<file path="src/rtl/sio_channel.sv">
module sio_channel #(
  parameter int DEPTH = 4
) (
  input  logic       clk,
  input  logic       rst_n,
  input  logic       wr_en,
  input  logic       rd_en,
  input  logic [1:0] addr,
  input  logic [7:0] wdata,
  output logic [7:0] rdata,
  input  logic       rx_tick,
  input  logic       tx_tick,
  input  logic       rxd,
  output logic       txd,
  output logic       rts_n
);
  localparam int PW = (DEPTH > 1) ? $clog2(DEPTH) : 1;
  localparam int CW = $clog2(DEPTH + 1);
  localparam logic [1:0] M_NORM = 2'd0, M_ECHO = 2'd1, M_LOCAL = 2'd2, M_REMOTE = 2'd3;
  localparam logic [1:0] P_NONE = 2'd0, P_EVEN = 2'd1, P_ODD = 2'd2, P_ADDR = 2'd3;

  logic [7:0] mode;
  logic [3:0] stop_frac;
  logic       ovr;

  wire [1:0] par  = mode[1:0];
  wire [1:0] chm  = mode[3:2];
  wire       rx16 = mode[4];
  wire       tx16 = mode[5];
  wire       xbit = par != P_NONE;
  wire [3:0] stop_idx = xbit ? 4'd10 : 4'd9;
  wire       ovr_clr = wr_en && addr == 2'd2 && wdata[0];

  always_ff @(posedge clk or negedge rst_n)
    if (!rst_n) begin
      mode <= '0;
      stop_frac <= '0;
    end else if (wr_en) begin
      if (addr == 2'd1) mode <= wdata;
      if (addr == 2'd3) stop_frac <= wdata[3:0];
    end

  // transmit queue and shifter
  logic [8:0]    txq [DEPTH];
  logic [PW-1:0] txw, txr;
  logic [CW-1:0] txn;
  logic          tx_busy;
  logic [3:0]    tx_idx;
  logic [4:0]    tx_sub;
  logic [8:0]    tx_hold;
  logic          tx_line;

  wire       tx_host = chm == M_NORM || chm == M_LOCAL;
  wire       tx_push = wr_en && addr == 2'd0 && tx_host && txn != CW'(DEPTH);
  wire [8:0] tx_head = txq[txr];
  wire       tx_x = par == P_EVEN ? ^tx_head[7:0] :
                    par == P_ODD  ? ~^tx_head[7:0] : tx_head[8];
  wire [4:0] tx_end = !tx16 ? 5'd0 :
                      (tx_idx == stop_idx) ? 5'd15 + {1'b0, stop_frac} : 5'd15;
  wire       tx_done = tx_busy && tx_tick && tx_sub == tx_end && tx_idx == stop_idx;
  wire       tx_pop  = tx_tick && txn != '0 && (!tx_busy || tx_done);
  wire       tx_idle = txn == '0 && !tx_busy;

  always_comb begin
    if (!tx_busy || tx_idx == stop_idx) tx_line = 1'b1;
    else if (tx_idx == 4'd0)            tx_line = 1'b0;
    else if (tx_idx <= 4'd8)            tx_line = tx_hold[tx_idx - 4'd1];
    else                                tx_line = tx_hold[8];
  end

  always_ff @(posedge clk) if (tx_push) txq[txw] <= {mode[7], wdata};

  always_ff @(posedge clk or negedge rst_n)
    if (!rst_n) begin
      txw <= '0;
      txr <= '0;
      txn <= '0;
    end else begin
      if (tx_push) txw <= (txw == PW'(DEPTH - 1)) ? '0 : txw + 1'b1;
      if (tx_pop)  txr <= (txr == PW'(DEPTH - 1)) ? '0 : txr + 1'b1;
      txn <= txn + CW'(tx_push) - CW'(tx_pop);
    end

  always_ff @(posedge clk or negedge rst_n)
    if (!rst_n) begin
      tx_busy <= 1'b0;
      tx_idx  <= '0;
      tx_sub  <= '0;
      tx_hold <= '0;
    end else if (tx_pop) begin
      tx_busy <= 1'b1;
      tx_idx  <= '0;
      tx_sub  <= '0;
      tx_hold <= {tx_x, tx_head[7:0]};
    end else if (tx_done) begin
      tx_busy <= 1'b0;
    end else if (tx_busy && tx_tick) begin
      if (tx_sub == tx_end) begin
        tx_sub <= '0;
        tx_idx <= tx_idx + 4'd1;
      end else tx_sub <= tx_sub + 5'd1;
    end

  // receiver and receive queue
  logic          rx_busy;
  logic [3:0]    rx_idx;
  logic [3:0]    rx_sub;
  logic [8:0]    rx_sh;
  logic [10:0]   rxq [DEPTH];
  logic [PW-1:0] rxw, rxr;
  logic [CW-1:0] rxn;

  wire rx_in  = (chm == M_LOCAL) ? tx_line : rxd;
  wire rx_smp = rx_tick && rx_busy && (!rx16 || rx_sub == 4'd15);
  wire rx_fin = rx_smp && rx_idx == stop_idx;
  wire rx_pe  = (par == P_EVEN && rx_sh[8] != ^rx_sh[7:0]) ||
                (par == P_ODD  && rx_sh[8] != ~^rx_sh[7:0]);
  wire rx_keep = rx_fin && chm != M_REMOTE;
  wire rx_push = rx_keep && rxn != CW'(DEPTH);
  wire rx_pop  = rd_en && addr == 2'd0 && rxn != '0;

  always_ff @(posedge clk or negedge rst_n)
    if (!rst_n) begin
      rx_busy <= 1'b0;
      rx_idx  <= '0;
      rx_sub  <= '0;
      rx_sh   <= '0;
    end else if (!rx_busy) begin
      if (rx_tick && !rx_in) begin
        rx_busy <= 1'b1;
        rx_sh   <= '0;
        rx_idx  <= rx16 ? 4'd0 : 4'd1;
        rx_sub  <= 4'd8;
      end
    end else if (rx_smp) begin
      rx_sub <= '0;
      if (rx_idx == 4'd0) begin
        if (rx_in) rx_busy <= 1'b0;
        else       rx_idx  <= 4'd1;
      end else if (rx_idx == stop_idx) begin
        rx_busy <= 1'b0;
      end else begin
        rx_sh[rx_idx - 4'd1] <= rx_in;
        rx_idx <= rx_idx + 4'd1;
      end
    end else if (rx_tick) rx_sub <= rx_sub + 4'd1;

  always_ff @(posedge clk)
    if (rx_push) rxq[rxw] <= {par == P_ADDR && rx_sh[8], !rx_in, rx_pe, rx_sh[7:0]};

  always_ff @(posedge clk or negedge rst_n)
    if (!rst_n) begin
      rxw <= '0;
      rxr <= '0;
      rxn <= '0;
      ovr <= 1'b0;
    end else begin
      if (rx_push) rxw <= (rxw == PW'(DEPTH - 1)) ? '0 : rxw + 1'b1;
      if (rx_pop)  rxr <= (rxr == PW'(DEPTH - 1)) ? '0 : rxr + 1'b1;
      rxn <= rxn + CW'(rx_push) - CW'(rx_pop);
      if (rx_keep && !rx_push) ovr <= 1'b1;
      else if (ovr_clr)        ovr <= 1'b0;
    end

  wire [10:0] rx_head = rxq[rxr];
  wire        rx_av   = rxn != '0;

  always_comb
    case (addr)
      2'd0:    rdata = rx_head[7:0];
      2'd1:    rdata = mode;
      2'd2:    rdata = {rx_av & rx_head[10], rx_av & rx_head[9], rx_av & rx_head[8], ovr,
                        tx_idle, txn != CW'(DEPTH), rxn == CW'(DEPTH), rx_av};
      default: rdata = {4'd0, stop_frac};
    endcase

  assign txd   = (chm == M_NORM) ? tx_line : (chm == M_LOCAL) ? 1'b1 : rxd;
  assign rts_n = rxn == CW'(DEPTH);

  p_ovr_when_full_r6: assert property (@(posedge clk) disable iff (!rst_n)
    $rose(ovr) |-> $past(rxn) == CW'(DEPTH));
  p_ovr_sticky_r6: assert property (@(posedge clk) disable iff (!rst_n)
    (ovr && !ovr_clr) |=> ovr);
  p_queue_bound_r3: assert property (@(posedge clk) disable iff (!rst_n)
    txn <= CW'(DEPTH) && rxn <= CW'(DEPTH));
  p_remote_no_store_r13: assert property (@(posedge clk) disable iff (!rst_n)
    (chm == M_REMOTE) |=> rxn <= $past(rxn));
  p_echo_no_write_r13: assert property (@(posedge clk) disable iff (!rst_n)
    (chm == M_ECHO) |=> txn <= $past(txn));
  p_glitch_drop_r11: assert property (@(posedge clk) disable iff (!rst_n)
    (rx_smp && rx_idx == 4'd0 && rx_in) |=> !rx_busy);
endmodule

</file>
<file path="config.mk">
export PLATFORM = sky130hd
export DESIGN_NAME = sio_channel
export DESIGN_NICKNAME = d
export VERILOG_FILES = /design/src/rtl/sio_channel.sv
export SDC_FILE = /design/constraint.sdc
export NUM_CORES = 1
export LEC_CHECK = 0
export BUFFER_PORTS_ARGS = -buffer_cell sky130_fd_sc_hd__buf_2
export CAP_MARGIN = 20
export CORE_MARGIN = 2
export CORE_UTILIZATION = 65
export DETAILED_ROUTE_END_ITERATION = 8
export HOLD_SLACK_MARGIN = 0.08
export PLACE_DENSITY = 0.85
export SLEW_MARGIN = 10
export SYNTH_ARGS = -nofsm -noshare
export SYNTH_HDL_FRONTEND = slang
export SYNTH_SLANG_ARGS = --single-unit
</file>
<file path="constraint.sdc">
create_clock -name clk -period 10.3 [get_ports clk]
set_input_delay 0.515 -clock clk [delete_from_list [all_inputs] [get_ports clk]]
set_output_delay 0.515 -clock clk [all_outputs]
set_load 0.05 [all_outputs]
</file>
==> key figures, run 1 <==
Status
  • Outcome: completed

Logic synthesis
  • Post-synth EDFFs: 80
  • Post-synthesis cell area: 0.00700 mm²
  • Ys async rst share: 44.4%
  • Register bit total from synthesis: 144
  • Unique masters post-synth: 59
  • Post-Syn Area per Cell: 12.6 µm²
  • Net Count, Synth: slightly below 600
  • Post-synth top area cell: edfxtp_1
  • Sequential fraction of the synthesis area: 57.2%
  • YS warnings: 0
  • Synth area leaders: edfxtp_1 34%, dfrtp_1 23%, mux4_2 7.4%
  • Cells after Synth: 554
  • Area share of the largest cell type after synthesis: 34.3%
  • Post-synth top flop: edfxtp_1

Die
  • Io pins: 27
  • Initial Util: 67.5%
  • Die width: 108 µm
  • Core Area: 0.0104 mm²
  • Die height: between 100 and 150 µm
  • Core Rows: 37
  • Die ar.: 0.0116 mm²

GRT
  • Overflow after GRT: 0
  • First-pass GRT wire length: between 20 and 25 mm
  • Overall Global Routing Usage: roughly 29%
  • Vias in the first global route: 4806
  • Antenna violations before repair: 0
  • Largest net degree at the start of global routing: 65

Critical path
  • RR Startpoint: stop_frac[0]
  • R2r setup slk: between 6 and 7 ns
  • Startpoint Class: flip-flop
  • CP Class: flip-flop to flip-flop
  • R2r worst-path depth: 15
  • CP Capture Type: flip-flop
  • CP peak stage delay: 0.47 ns
  • Critical path's slowest cell: dfrtp_1
  • Worst EP arrival: 4.17 ns
  • Cell Chain, Critical Path: inv_1, ha_1, or3b_2, a21oi_1, o2111a_1, nand4_2, a21o_4, inv_2, ha_1, inv_1, ha_1, inv_1, fa_1, xnor2_1, xnor2_1
  • WP data required: 10.75 ns
  • Max FO, Critical Path: 16
  • Reg2Reg Capture Point: txn[2]

Clocking
  • CTS tree: built
  • Worst-Skew Late Latency: 0.54 ns
  • Clock root buffer: clkbuf_8
  • Post-cts resize count: 0
  • Hold buffers post-CTS: 0
  • Clock Path Buffers: 2
  • Htree depth: 4
  • Clock sink count: roughly 140
  • Clk pin slew, worst setup/hold paths: approximately 0.060 ns
  • CTS buffer count: 17
  • Postcts setup bufs: 0

STA
  • RSZ-0062 raised after global routing: no
  • Setup TNS Final: 0 ns
  • Final Cycle Share: 36.1%
  • Hold WS: 0.161 ns
  • Final hold violations: 0
  • Fmax: 269 MHz
  • Final Setup Violations: 0
  • Relative slew slack: 41.3%
  • Worst-margin pin slew: 0.880 ns
  • Worst Clk Skew: 0.00905 ns
  • Final slew viol count: 0
  • Final min period: 3.72 ns

Place
  • Number of port buffers: 26
  • GPL Wtd Cong: around 0.94
  • Final HPWL DP: 10.2 mm

Final layout
  • Most common cell after layout, fill and taps aside: edfxtp_1
  • # diodes: 0
  • Most frequent cells in the layout: 80 x edfxtp_1, 64 x dfrtp_1, 55 x nand2_1
  • Area Overhead vs Synth: 11.7%
  • Fraction of layout cells with a size suffix above 1: between 15 and 20%
  • Nets: 620

Hold path
  • Hold Crit Class: input pin to async pin

Pwr
  • Lkg Pwr: roughly 0.0031 µW
  • Peak supply drop: between 0.15 and 0.2 mV
  • Cell Pwr Density: 291 mW/mm²

Detailed routing
  • Post-DR vias/cell: 6.52
  • Vias post-DR: 4739
  • Routed wire length: 15.4 mm
  • Detailed Route Iter0 Violations: 507
  • Drt wl/cell: around 21 µm
  • Initial DRT Pass Iterations: 5
  • # DRC: 0
  • Antenna-violating nets left: 0

Run
  • Maxcap violations: 0
## flip-flops by register name, indices dropped and copies added, names as in the netlist, 3 cells and up
register   cells
mode           8
rx_idx         4
rx_sh          9
rx_sub         4
rxn            3
rxq           44
stop_frac      4
tx_hold        9
tx_idx         4
tx_sub         5
txn            3
txq           36
## cells by family after synthesis
| logic type | after synthesis | synth area share, % |
|---|---|---|
| muxes | 48 | 11.3 |
| and+or+nand+nor | 143 | 10.3 |
| adders and majority gates | 25 | 4.69 |
| AOI/OAI and AO/OA | 118 | 10.6 |
| xor gates and xnor gates | 22 | 2.75 |
| buffers and inverters | 54 | 3.08 |
| DFF | 144 | 57.2 |
## report_power, final
group          switching (µW)  total, µW  internal (µW)  leakage [µW]
sequential                184        925            741       0.00150
combinational             397        730            333       0.00134
clock                     234        617            383      0.000285
total                     815       2270           1460       0.00313
## synth_stat cells (5+ instances only)
library cell  instances
inv_1                31
mux4_2               23
nor3_1                7
clkbuf_1             11
nand4_1               5
edfxtp_1             80
nor2_1               22
nand2_1              55
mux2i_1               7
dfrtp_1              64
and3_1                5
xnor2_1              18
buf_1                 6
or3_1                 7
and2_1                9
a31oi_1               7
ha_1                 23
mux2_2               18
a21oi_1              34
nor2b_1               7
nand3_1               8
a21o_1               11
o21ai_0              32
## worst max-delay path: cells and delay by family, from the launching register on
family | cells | cell delay (ns)
xor+xnor | 2 | 0.35
simple gates | 2 | 0.61
compound gates | 3 | 0.82
flops | 1 | 0.47
buf+inv | 4 | 0.40
fa+ha+maj | 4 | 0.96
## metal layers
metal / global-route usage (%) / wire [µm]
met5: 0 / 0
met4: 12.5 / 462
met3: 7.63 / 1160
met2: 45.7 / 7630
met1: 37.9 / 6120
## metrics by stage
stage / util, % / instance area [µm²] / instances / total power, µW / worst slack, ns
finish: 75.3 / 7810 / 727 / 2270 / 6.58
detailed placement: 69.5 / 7210 / 695 / 1640 / 6.71
CTS: 75.3 / 7810 / 727 / 2270 / 6.62
global placement: 69.5 / 7210 / 695 / 1590 / 6.91
global route: 75.3 / 7810 / 727 / 2390 / 6.42
floorplan: - / 7000 / 554 / 1450 / 6.92
## area by class of cell
cell class / instances / area [µm²]
Tap cell: 136 / 170
Fill cell: 626 / 2560
Clock buffer: 20 / 445
Sequential cell: 144 / 4000
Timing Repair Buffer: 27 / 138
Multi-Input combinational cell: 356 / 2780
Inverter: 32 / 120
Clock inverter: 12 / 158
## how the worst max path moves through the flow
stage               depth (start not counted)          from      to  slack [ns]
global route                               15  stop_frac[0]  txn[2]        6.42
CTS                                        15  stop_frac[0]  txn[2]        6.62
global placement                           15  stop_frac[0]  txn[2]        6.91
finish                                     15  stop_frac[0]  txn[2]        6.58
floorplan                                  10        rxn[1]  rxn[2]        6.92
detailed placement                         15  stop_frac[0]  txn[2]        6.71
Power figures use the tool's default switching activity.
==> inputs of run 2 (changes only) <==
--- a/config.mk
+++ b/config.mk
@@ -8,10 +8,10 @@
 export BUFFER_PORTS_ARGS = -buffer_cell sky130_fd_sc_hd__buf_2
 export CAP_MARGIN = 20
 export CORE_MARGIN = 2
-export CORE_UTILIZATION = 65
+export CORE_UTILIZATION = 62
 export DETAILED_ROUTE_END_ITERATION = 8
 export HOLD_SLACK_MARGIN = 0.08
-export PLACE_DENSITY = 0.85
+export PLACE_DENSITY = 0.82
 export SLEW_MARGIN = 10
 export SYNTH_ARGS = -nofsm -noshare
 export SYNTH_HDL_FRONTEND = slang
==> constraint.sdc (replaced) <==
create_clock -name clk -period 3.7 [get_ports clk]
set_input_delay 0.185 -clock clk [delete_from_list [all_inputs] [get_ports clk]]
set_output_delay 0.185 -clock clk [all_outputs]
set_load 0.05 [all_outputs]
==> run 2 against run 1 <==
Net effect:
- maximum frequency up 5.0%
- highest routed layer unchanged
- via count decreased by 0.84%
- global-route usage shrank 1.3 points
- sequential cell count unchanged
- combinational power grew to 2.8 times the previous value
- clock-buffer cell count unchanged
- die area grew 4.7%
- total power grew to 2.7 times the previous value
- largest cell class unchanged
- clock power increased to 2.6 times the previous value
- cell count is 3.4% higher
- wire length shrank 0.85%
- register-to-register slack got worse by 6.4 ns
==> key figures, run 2 (synthesis results as in run 1) <==
Critical path
  • Cell Chain, Critical Path: inv_1, ha_1, or3b_2, a21oi_2, o2111a_1, nand4_4, a21o_4, inv_4, ha_1, inv_1, ha_1, inv_1, fa_1, xnor2_2, xnor2_1 (was inv_1, ha_1, or3b_2, a21oi_1, o2111a_1, nand4_2, a21o_4, inv_2, ha_1, inv_1, ha_1, inv_1, fa_1, xnor2_1, xnor2_1)
  • Worst EP arrival: 3.84 ns (was 4.17 ns)
  • Startpoint Class: flip-flop (unchanged)
  • Critical path's slowest cell: or3b_2 (was dfrtp_1)
  • CP peak stage delay: 0.50 ns (was 0.47 ns)
  • CP Class: flip-flop to flip-flop (unchanged)
  • Max FO, Critical Path: 13 (was 16)
  • CP Capture Type: flip-flop (unchanged)
  • WP data required: 4.00 ns (was 10.75 ns)

Detailed routing
  • Routed wire length: 15.2 mm (was 15.4 mm)
  • Met2 wire len: 7.80 mm (was 7.63 mm)
  • Vias post-DR: 4699 (was 4739)
  • # DRC: 0 (unchanged)
  • Antenna-violating nets left: 0 (unchanged)
  • Post-DR vias/cell: 6.25 (was 6.52)
  • Detailed Route Iter0 Violations: 417 (was 507)
  • M1 wire length: 6.30 mm (was 6.12 mm)
  • Initial DRT Pass Iterations: 7 (was 5)
  • DR top layer: met4 (unchanged)
  • Met3 wire length: 952 µm (was 1.16 mm)
  • Drt wl/cell: 20.3 µm (was 21.1 µm)

Final layout
  • Fraction of layout cells with a size suffix above 1: 19.4% (was 17.8%)
  • Biggest register: rxq (unchanged)
  • Nets: 641 (was 620)
  • Largest regs: rxq x44, txq x36 (unchanged)
  • Most common cell after layout, fill and taps aside: edfxtp_1 (unchanged)
  • Area Overhead vs Synth: 13.9% (was 11.7%)
  • Largest register FFs: 44 (unchanged)
  • # diodes: 0 (unchanged)
  • Most frequent cells in the layout: 80 x edfxtp_1, 63 x dfrtp_1, 55 x nand2_1 (was 80 x edfxtp_1, 64 x dfrtp_1, 55 x nand2_1)

GRT
  • Overall Global Routing Usage: 27.6% (was 28.9%)
  • Antenna violations before repair: 0 (unchanged)
  • Vias in the first global route: 4852 (was 4806)
  • Overflow after GRT: 0 (unchanged)
  • First-pass GRT wire length: 24.6 mm (about the same)
  • Largest net degree at the start of global routing: 40 (was 65)

STA
  • Final min period: 3.54 ns (was 3.72 ns)
  • Final Cycle Share: 95.7% (was 36.1%)
  • Relative slew slack: 43.1% (was 41.3%)
  • Fmax: 282 MHz (was 269 MHz)
  • Final Setup Violations: 0 (unchanged)
  • Worst Clk Skew: 0.00609 ns (was 0.00905 ns)
  • Worst-margin pin slew: 0.854 ns (was 0.880 ns)
  • Final hold violations: 0 (unchanged)
  • Hold WS: 0.144 ns (was 0.161 ns)
  • Final slew viol count: 0 (unchanged)

Pwr
  • Lkg Pwr: 0.00319 µW (was 0.00313 µW)
  • Cell Pwr Density: 780 mW/mm² (was 291 mW/mm²)
  • Total power: 6210 µW (was 2270 µW)
  • Peak supply drop: 0.488 mV (was 0.186 mV)

Die
  • Io pins: 27 (unchanged)
  • Die width: 110 µm (was 108 µm)
  • Core Area: 0.0109 mm² (was 0.0104 mm²)
  • Die height: 110 µm (was 108 µm)
  • Initial Util: 64.0% (was 67.5%)
  • Die ar.: 0.0121 mm² (was 0.0116 mm²)
  • Core Rows: 38 (was 37)

Place
  • Final HPWL DP: 10.2 mm (about the same)
  • GPL Wtd Cong: 0.894 (was 0.940)
  • Number of port buffers: 26 (unchanged)

Status
  • Outcome: completed (unchanged)

Clocking
  • Clock sink count: 144 (unchanged)
  • Clock Path Buffers: 2 (unchanged)
  • Htree depth: 4 (unchanged)
  • Clk pin slew, worst setup/hold paths: 0.06 ns (about the same)
  • CTS tree: built (unchanged)
  • Clock root buffer: clkbuf_16 (was clkbuf_8)
  • CTS buffer count: 17 (unchanged)
  • Worst-Skew Late Latency: 0.42 ns (was 0.54 ns)

Hold path
  • Hold Crit Class: input pin to flip-flop (was input pin to async pin)

Run
  • Maxcap violations: 0 (unchanged)
==> run 2: cell types whose count changed in the layout (fill, tap and decap cells not counted), moves of 2 or more <==
cell | previous run | this run
bufinv_16 | 3 | 1
clkinv_1 | 2 | 0
clkinv_2 | 0 | 3
clkbuf_8 | 3 | 0
clkinvlp_4 | 3 | 5
dlygate4sd3_1 | 0 | 10
buf_4 | 1 | 11
clkbuf_1 | 1 | 3
==> run 2: final timing paths <==
| check | start | endpoint | slack [ns] | cells after the start |
|---|---|---|---|---|
| setup reg to reg | stop_frac[0] | txn[2] | 0.16 | 15 |
| hold reg to reg | tx_hold[4] | tx_hold[4] | 0.48 | 2 |
| hold / removal | tx_tick | tx_busy | 0.14 | 4 |
| min in group asynchronous | rst_n | rxr[0] | 0.31 | 2 |
| setup / recovery | stop_frac[0] | txn[2] | 0.16 | 15 |
| max in group asynchronous | rst_n | rx_sh[5] | 2.43 | 3 |
==> run 2: per-stage QoR <==
| stage | util (%) | cell area, µm² | cells | setup TNS (ns) | worst slack, ns |
|---|---|---|---|---|---|
| finish | 72.9 | 7970 | 752 | 0 | 0.159 |
| global route | 72.9 | 7970 | 752 | -0.0207 | -0.0207 |
| CTS | 72.2 | 7900 | 746 | 0 | 0.0188 |
| detailed placement | 66.3 | 7250 | 704 | 0 | 0.0691 |
| global placement | 66.3 | 7250 | 704 | 0 | 0.301 |
| floorplan | - | 7000 | 554 | 0 | 0.320 |
==> run 2: cell type report <==
class	instances	area, µm²
Clock inverter	12	111
Tap cell	140	175
Clock buffer	20	437
Inverter	32	123
Multi-Input combinational cell	357	2810
Sequential cell	144	4010
Fill cell	701	2970
Timing Repair Buffer	47	313
==> run 2: metal layers <==
layer	track usage, %	up-vias
met4	8.75	0
li1	-	2142
met5	0	-
met1	36.4	2343
met3	6.94	17
met2	45.5	197
==> run 2: worst max-delay path, delay by kind of cell (launching register included) <==
family | cells | cell delay, ns
fa+ha+maj | 4 | 0.97
compound gates | 3 | 0.74
flops | 1 | 0.44
simple gates | 2 | 0.65
xor+xnor | 2 | 0.30
buf+inv | 4 | 0.33
==> run 2: power breakdown <==
part	total (µW)	switching (µW)	internal [µW]
combinational	2080	1110	965
clock	1590	660	925
sequential	2550	492	2060
total	6210	2260	3950
==> run 2: timing repair <==
action                                  CTS  global route
gates resized for setup                   0             5
buffers inserted                          0             5
endpoints found under the setup margin    0             1
endpoints found under the hold margin    62             0
hold buffers                             10             0
